### config.mk
export PLATFORM = sky130hd
export DESIGN_NAME = nand_strobe_timer
export DESIGN_NICKNAME = d
export VERILOG_FILES = /design/src/rtl/nand_strobe_timer.sv
export SDC_FILE = /design/constraint.sdc
export NUM_CORES = 2
export LEC_CHECK = 0
export ABC_AREA = 1
export CORE_MARGIN = 4
export CORE_UTILIZATION = 26
export DETAILED_ROUTE_END_ITERATION = 7
export PLACE_DENSITY = 0.36
export SLEW_MARGIN = 15
export SYNTH_ARGS = -nofsm -noshare
export SYNTH_HDL_FRONTEND = slang
export SYNTH_SLANG_ARGS = --single-unit
### constraint.sdc
create_clock -name clk -period 17.5 [get_ports clk]
set_input_delay 4.375 -clock clk [delete_from_list [all_inputs] [get_ports clk]]
set_output_delay 4.375 -clock clk [all_outputs]
set_load 0.02 [all_outputs]
### src/rtl/nand_strobe_timer.sv
module nand_strobe_timer #(
  parameter int NS_W           = 16,
  parameter int KHZ_W          = 20,
  parameter int SCALE          = 1000000,
  parameter int SETUP_LIM_BASE = 4,
  parameter int SETUP_LIM_EXT  = 8,
  parameter int PULSE_LIM      = 8,
  localparam int LIM_MAX = (SETUP_LIM_EXT > PULSE_LIM) ? SETUP_LIM_EXT : PULSE_LIM,
  localparam int CYC_W   = $clog2(LIM_MAX + 1),
  localparam int CODE_W  = $clog2(LIM_MAX),
  localparam int RPT_W   = $clog2(LIM_MAX * SCALE + 1)
) (
  input  logic              clk,
  input  logic              rst_n,
  input  logic              start,
  input  logic              use_defaults,
  input  logic              ext_mode,
  input  logic [KHZ_W-1:0]  clk_khz,
  input  logic [NS_W-1:0]   setup_ns,
  input  logic [NS_W-1:0]   active_ns,
  input  logic [NS_W-1:0]   hold_ns,
  output logic              busy,
  output logic              done,
  output logic              fail,
  output logic [2:0]        err,
  output logic [CYC_W-1:0]  setup_cyc,
  output logic [CYC_W-1:0]  active_cyc,
  output logic [CYC_W-1:0]  hold_cyc,
  output logic [CODE_W-1:0] setup_code,
  output logic [CODE_W-1:0] active_code,
  output logic [CODE_W-1:0] hold_code,
  output logic [RPT_W-1:0]  setup_rpt,
  output logic [RPT_W-1:0]  active_rpt,
  output logic [RPT_W-1:0]  hold_rpt
);
  localparam int PW = NS_W + KHZ_W;
  localparam int BW = $clog2(PW + 1);

  typedef enum logic [1:0] {S_IDLE, S_LOAD, S_RUN, S_FIN} st_t;

  st_t              st;
  logic [2:0]       op;
  logic [BW-1:0]    bits;
  logic [PW-1:0]    quo;
  logic [KHZ_W-1:0] rem;
  logic [NS_W-1:0]  req_q [3];
  logic [KHZ_W-1:0] khz_q;
  logic             dflt_q, ext_q;
  logic [CYC_W-1:0] w_cyc [3];
  logic [RPT_W-1:0] w_rpt [3];
  logic [2:0]       w_err;

  assign busy = (st != S_IDLE);

  wire [KHZ_W-1:0] divisor = (op < 3'd3) ? KHZ_W'(SCALE) : khz_q;
  wire [KHZ_W:0]   rem_sh  = {rem, quo[PW-1]};
  wire             take    = rem_sh >= {1'b0, divisor};

  logic [PW-1:0] dividend;
  always_comb begin
    case (op)
      3'd0:    dividend = PW'(req_q[0]) * PW'(khz_q);
      3'd1:    dividend = PW'(req_q[1]) * PW'(khz_q);
      3'd2:    dividend = PW'(req_q[2]) * PW'(khz_q);
      3'd3:    dividend = PW'(w_cyc[0]) * PW'(SCALE);
      3'd4:    dividend = PW'(w_cyc[1]) * PW'(SCALE);
      default: dividend = PW'(w_cyc[2]) * PW'(SCALE);
    endcase
  end

  wire [PW:0]      raw_cnt = {1'b0, quo} + 1'b1;
  wire [PW:0]      cnt1    = (raw_cnt == '0) ? (PW+1)'(1) : raw_cnt;
  wire [CYC_W-1:0] lim     = (op == 3'd0) ? (ext_q ? CYC_W'(SETUP_LIM_EXT) : CYC_W'(SETUP_LIM_BASE))
                                          : CYC_W'(PULSE_LIM);
  wire             over    = cnt1 > (PW+1)'(lim);

  function automatic logic [CODE_W-1:0] to_code(input logic [CYC_W-1:0] c);
    return (c == '0) ? '0 : CODE_W'(c - 1'b1);
  endfunction

  always_ff @(posedge clk or negedge rst_n) begin
    if (!rst_n) begin
      st <= S_IDLE; op <= '0; bits <= '0; quo <= '0; rem <= '0;
      khz_q <= '0; dflt_q <= 1'b0; ext_q <= 1'b0; w_err <= '0;
      done <= 1'b0; fail <= 1'b0; err <= '0;
      setup_cyc <= '0; active_cyc <= '0; hold_cyc <= '0;
      setup_code <= '0; active_code <= '0; hold_code <= '0;
      setup_rpt <= '0; active_rpt <= '0; hold_rpt <= '0;
      for (int i = 0; i < 3; i++) begin
        req_q[i] <= '0; w_cyc[i] <= '0; w_rpt[i] <= '0;
      end
    end else begin
      done <= 1'b0;
      case (st)
        S_IDLE: if (start) begin
          req_q[0] <= setup_ns; req_q[1] <= active_ns; req_q[2] <= hold_ns;
          khz_q <= clk_khz; dflt_q <= use_defaults; ext_q <= ext_mode;
          op <= '0;
          if (clk_khz == '0) begin
            w_err <= 3'b111;
            for (int i = 0; i < 3; i++) begin
              w_cyc[i] <= '0; w_rpt[i] <= '0;
            end
            st <= S_FIN;
          end else begin
            st <= S_LOAD;
          end
        end
        S_LOAD: begin
          quo <= dividend; rem <= '0; bits <= BW'(PW); st <= S_RUN;
        end
        S_RUN: if (bits != '0) begin
          quo  <= {quo[PW-2:0], take};
          rem  <= take ? KHZ_W'(rem_sh - {1'b0, divisor}) : rem_sh[KHZ_W-1:0];
          bits <= bits - 1'b1;
        end else begin
          for (int i = 0; i < 3; i++) begin
            if (op == 3'(i)) begin
              if (dflt_q) begin
                w_cyc[i] <= lim; w_err[i] <= 1'b0;
              end else if (over) begin
                w_cyc[i] <= '0; w_err[i] <= 1'b1;
              end else begin
                w_cyc[i] <= CYC_W'(cnt1); w_err[i] <= 1'b0;
              end
            end
            if (op == 3'(i + 3)) w_rpt[i] <= RPT_W'(quo);
          end
          if (op == 3'd5) st <= S_FIN;
          else begin
            op <= op + 1'b1; st <= S_LOAD;
          end
        end
        S_FIN: begin
          done <= 1'b1; fail <= |w_err; err <= w_err;
          setup_cyc <= w_cyc[0]; active_cyc <= w_cyc[1]; hold_cyc <= w_cyc[2];
          setup_code <= to_code(w_cyc[0]); active_code <= to_code(w_cyc[1]);
          hold_code <= to_code(w_cyc[2]);
          setup_rpt <= w_rpt[0]; active_rpt <= w_rpt[1]; hold_rpt <= w_rpt[2];
          st <= S_IDLE;
        end
        default: st <= S_IDLE;
      endcase
    end
  end

  AST_DONE_PULSE: assert property (@(posedge clk) disable iff (!rst_n)
    done |=> !done);
  AST_OUT_STABLE: assert property (@(posedge clk) disable iff (!rst_n)
    !done |-> $stable({err, setup_cyc, active_cyc, hold_cyc, setup_rpt, active_rpt, hold_rpt}));
  AST_CODE_TRACKS: assert property (@(posedge clk) disable iff (!rst_n)
    (done && !err[0]) |-> (CYC_W'(setup_code) + 1'b1 == setup_cyc));
  AST_ERR_ZERO_COUNT: assert property (@(posedge clk) disable iff (!rst_n)
    (done && err[1]) |-> (active_cyc == '0 && active_code == '0));
  AST_SETUP_LIMIT: assert property (@(posedge clk) disable iff (!rst_n)
    done |-> (setup_cyc <= (ext_q ? CYC_W'(SETUP_LIM_EXT) : CYC_W'(SETUP_LIM_BASE))));
  AST_BUSY_NO_DONE: assert property (@(posedge clk) disable iff (!rst_n)
    busy |-> !done);
endmodule

After elaboration in Yosys (flattened, before gate mapping)
Cells that the tools add are included.
Cells by class
  add/sub/neg operators: 7
  $mul: 6
  $lt $le $gt $ge: 3
  eq/ne operators: 19
  multiplexer cells: 50
  reductions and logical operators: 22
Operator list (count)
  69-bit 2-to-1 mux: 3
  36-bit case mux with 5 select lines: 1
  69-bit case mux with 2 select lines: 1
  16-bit by 20-bit multiplier with 36-bit output: 3
  36-bit case mux with 2 select lines: 1
  23-bit 2-to-1 mux: 3
  20-bit 2-to-1 mux: 3
  4-bit by 14-bit multiplier with 18-bit output (second input constant): 3
  20-bit case mux with 2 select lines: 1
  36-bit by 1-bit adder with 37-bit output (second input constant): 1
  37-bit by 4-bit > comparator with 1-bit output: 1
  37-bit logical NOT: 1
  37-bit 2-to-1 mux: 1
  12-bit 2-to-1 mux: 3
  36-bit 2-to-1 mux: 1
  5-bit AND reduction: 6
  4-bit 2-to-1 mux: 7
  3-bit 2-to-1 mux: 9
  12-bit case mux with 2 select lines: 1
  2-bit != test (second input constant): 11
  21-bit by 20-bit >= comparator with 1-bit output: 1
  20-bit logical NOT: 1
  20-bit subtractor: 1
  4-bit logical NOT: 3
  22 further kinds: 40
Storage, ports and cells
  bits in registers: 316
  bits of input ports: 73
  output and inout bits: 96
  word-level logic and storage cells: 139

Logic depth before layout (Yosys ltp)
  word-level depth: 9
  mapped depth: 32
  depth with buffers taken out: 30

Worst setup path before layout
No wires, ideal clock.
  path type: input to register
  start: input clk_khz[10]
  end: register w_rpt[51] (netlist bit)
  setup time: 0.130 ns
  arrival: 5.546 ns
  data required time: 17.370 ns
  slack: 11.823 ns
  stages on the path: 11
  path buffers: 1
  cell sequence: inv_1 nand2_1 nor4_1 nand3_1 nand2_1 nand2_1 inv_2 o21ai_2 clkbuf_1 nand2_1 o21ai_0
On the way
  longest elaborated chain between the ends: 3
RTL lines
  from (decl): line 18  | input logic [KHZ_W-1:0] clk_khz,
  20-bit logical NOT: line 99  | if (clk_khz == '0) begin
  2-bit != test (no source line)
  5-bit AND reduction (no source line)
  to (signal, indexed assignment): line 127  | if (op == 3'(i + 3)) w_rpt[i] <= RPT_W'(quo);
  to (decl): line 50  | logic [RPT_W-1:0] w_rpt [3];
No other way between the ends.
A chain may end at the register's enable or synchronous reset.

Worst setup path after layout
  start: register khz_q[9]
  end: register quo[16]
On the way
  longest elaborated chain between the ends: 3
  elaborated cells on any way between the ends: 5
  those cells by class: mul: 3; mux: 2
RTL lines
  from (decl): line 47  | logic [KHZ_W-1:0] khz_q;
  from (signal assigned): line 97  | khz_q <= clk_khz; dflt_q <= use_defaults; ext_q <= ext_mode;
  16-bit by 20-bit multiplier with 36-bit output, on equally long branches: line 64, 62, 63
  36-bit case mux with 5 select lines (*): line 61  | case (op)
  36-bit case mux with 2 select lines (*): line 94  | case (st)
  to (signal assigned): line 113  | quo <= {quo[PW-2:0], take};
  to (decl): line 44  | logic [PW-1:0] quo;
Mark *: on every way between the ends. The rest lies on a longest branch, timed or not.

==> Implementation_results.wiki <==
{| class="wikitable"
! Metric !! Value
|-
| Arr. time, crit path || between 7 and 8 ns
|-
| Synth area leader || fa_1
|-
| Most frequent cell on the critical path || fa_1
|-
| Number of search-and-repair iterations in the first detailed-routing pass || 5
|-
| Layout overhead on the synthesized area || 12.2%
|-
| Number of antenna violations at the first check in global routing || 1
|-
| Number of buffers added by the clock tree synthesis step || 46
|-
| Crit-path cells || buf_4 -> nand2_1 -> fa_1 -> fa_1 -> fa_1 -> fa_1 -> inv_1 -> fa_1 -> fa_1 -> ha_1 -> a21oi_1 -> o21a_1 -> a21boi_0 -> o21ai_0 -> o21ai_0 -> nand4_1 -> o211ai_1 -> o211ai_1
|-
| Sequential share of the synthesized area || around 16%
|-
| Number of DRC violations after detailed routing || 0
|-
| Maximum operating frequency || approximately 130 MHz
|-
| Setup Fix Bufs, Post-CTS || 0
|-
| Total negative slack for setup checks || 0 ns
|-
| Async S/R FF share, synth || 100%
|-
| Status || finished, final reports clean
|-
| Largest incremental delay on the critical path || between 0.7 and 0.8 ns
|-
| Synth top area cells || fa_1 31%, dfrtp_1 16%, nand2_1 14%
|-
| Clock latency at the later pin of the worst-skew pair || between 0.6 and 0.7 ns
|-
| Number of violations reported at the end of detailed-routing iteration 0 || approximately 2400
|-
| Clock sink count || 316
|-
| Height of the die || roughly 440 µm
|-
| Net count after synthesis || 7755
|-
| CTS resizes || 0
|-
| Rows || 160
|-
| Count of warnings emitted by yosys || 0
|-
| Hold Buf Count CTS || 0
|-
| Vias post-DR || between 40000 and 50000
|-
| Largest net degree at the start of global routing || 76
|-
| Post-synth top cells || 1891 x nand2_1, 1550 x inv_1, 766 x fa_1
|-
| Slowest-stage cell, CP || dfrtp_2
|-
| Die Width || ~440 µm
|-
| Clock transition at the registers of the reported paths || ~0.06 ns
|-
| Worst rel slew slack || ~15%
|-
| Seq cells post-synth || ~320
|-
| Post-synthesis cell count || between 6000 and 7000
|-
| Fraction of final layout cells with drive strength greater than 1 || 4.46%
|-
| Per-cell routed wire length || 19.1 µm
|-
| Hold_ws || between 0.4 and 0.5 ns
|-
| CP max FO || 30
|-
| Nets@finish || a little under 8000
|-
| Number of levels in the clock H-tree || 2
|-
| Post-route clock skew || roughly 0.065 ns
|-
| Buffer depth of the longest clock path || 3
|-
| Count of pins on the block boundary || 169
|-
| First-pass GRT wire length || around 270000 µm
|-
| Hold Vio Cnt, Final || 0
|-
| Detail Route Antenna Nets || 0
|-
| Mean instance size in the synthesized netlist || 7.63 µm²
|-
| Setup repair after global routing missed its margin || no
|-
| Grt total ovfl || 0
|-
| DR vias/cell || about 4.5
|-
| Minimum clock period after layout || 7.43 ns
|-
| Aggregate routed wire length || about 170000 µm
|-
| Overall fraction of global-route tracks in use || 17.8%
|-
| Number of global-route vias before repair || 43200
|-
| Number of synthesized flops with an enable pin || 0
|-
| Core outline area || between 0.15 and 0.2 mm²
|-
| Element type at the critical path start || flip-flop
|-
| Total of endpoints with negative setup slack in the final report || 0
|-
| HPWL after detailed placement || roughly 140000 µm
|-
| Worst path required time || between 15 and 20 ns
|-
| Die footprint || around 0.20 mm²
|-
| Netlist cell types || between 50 and 60
|-
| Clock tree from TritonCTS || done
|-
| Synthesized area || 0.0496 mm²
|-
| Count of max-cap constraint violations || 0
|-
| Final-report max-slew violation count || 0
|-
| Final worst-path cycle share || a little over two fifths
|-
| Hold Path Class || flip-flop to flip-flop
|-
| Number of port buffers || around 170
|-
| Top flip-flop cell by instance count after synthesis || dfrtp_1
|-
| Starting density of the core || 26.1%
|-
| Share of the synthesized area in the top cell type || around 31%
|-
| RD Place Congestion || ~0.9
|-
| Most common cell in the netlist || nand2_1
|-
| Kind of critical path || flip-flop to flip-flop
|-
| Transition time at the pin with the least slew margin || 1.27 ns
|-
| CP Capture Type || flip-flop
|-
| Clock root buffer || clkbuf_16
|}
==> area by class of cell <==
class,count,area (µm²)
Inverter,1554,5830
Fill cell,20800,134000
Timing Repair Buffer,240,2230
Clock inverter,21,414
Multi-Input combinational cell,4348,34900
Sequential cell,316,7930
Clock buffer,61,1290
Antenna cell,4,10.0
Tap cell,2511,3140
==> final timing paths <==
path	from	to	slack, ns	cells past startpoint
worst max register to register	khz_q[9]$_DFFE_PN0P_	quo[16]$_DFFE_PN0P_	10.07	18
worst min register to register	w_rpt[13]$_DFFE_PN0P_	hold_rpt[13]$_DFFE_PN0P_	0.44	2
min in group asynchronous	rst_n	setup_cyc[2]$_DFFE_PN0P_	3.64	1
worst max-delay path	khz_q[9]$_DFFE_PN0P_	quo[16]$_DFFE_PN0P_	10.07	18
max in group asynchronous	rst_n	khz_q[3]$_DFFE_PN0P_	10.75	4
worst min-delay path	w_rpt[13]$_DFFE_PN0P_	hold_rpt[13]$_DFFE_PN0P_	0.44	2
==> per-layer routing <==
metal / global-route usage, % / wire, µm / up-vias
met3: 1.76 / 5890 / 96
met1: 25.7 / 84900 / 20400
met5: 0 / 0 / -
li1: - / - / 19400
met2: 29.2 / 79800 / 668
met4: 3.19 / 2850 / 0
==> through the flow <==
stage                     util (%)  area, µm²  cells  worst slack, ns
after global routing          29.3      55700   9052             9.73
after floorplan                  -      49600   6509            11.82
after global placement        28.4      54000   8969             9.78
final                         29.3      55700   9055            10.07
after CTS                     29.3      55700   9051             9.98
after detailed placement      28.4      54000   8969             9.75
==> cell usage in the layout, fill, tap and decap left out, types with 36 or more instances in the layout <==
master	netlist	routed
a21oi_1	198	197
buf_4	0	72
clkbuf_16	0	46
clkdlybuf4s50_1	0	167
dfrtp_1	316	296
fa_1	766	766
ha_1	407	407
inv_1	1550	1550
mux2_2	56	56
nand2_1	1891	1889
nand3_1	158	158
nand4_1	36	36
nor2_1	246	244
o21ai_0	263	263
==> kinds of logic after synthesis <==
family | after synthesis | synth area share [%]
adder cells (fa/ha/maj) | 1173 | 41.2
buffers and inverters | 1845 | 14.0
AND/OR/NAND/NOR | 2452 | 19.8
multiplexers | 59 | 1.33
flip-flops | 316 | 15.9
AO/OA/AOI/OAI | 625 | 7.14
XOR/XNOR | 39 | 0.688
==> critical path, delay by kind of cell, from the launching register on <==
kind | cells | cell delay (ns)
DFF | 1 | 0.78
AOI/OAI and AO/OA | 7 | 1.93
buffers and inverters | 2 | 0.61
adders and majority gates | 7 | 3.38
and+or+nand+nor | 2 | 0.46
==> sequential cells by signal (all words and copies together) (netlist names), 2 cells and up <==
| signal | flops |
|---|---|
| hold_rpt | 23 |
| quo | 36 |
| active_cyc | 4 |
| hold_cyc | 4 |
| setup_rpt | 23 |
| setup_cyc | 4 |
| w_rpt | 69 |
| req_q | 48 |
| khz_q | 20 |
| op | 3 |
| w_cyc | 12 |
| err | 3 |
| st | 2 |
| bits | 6 |
| w_err | 3 |
| active_rpt | 23 |
| hold_code | 3 |
| setup_code | 3 |
| active_code | 3 |
| rem | 20 |
Power is left out: the tool's default activity adds up to more than one toggle a clock period on the data nets, which glitch-free logic cannot reach.
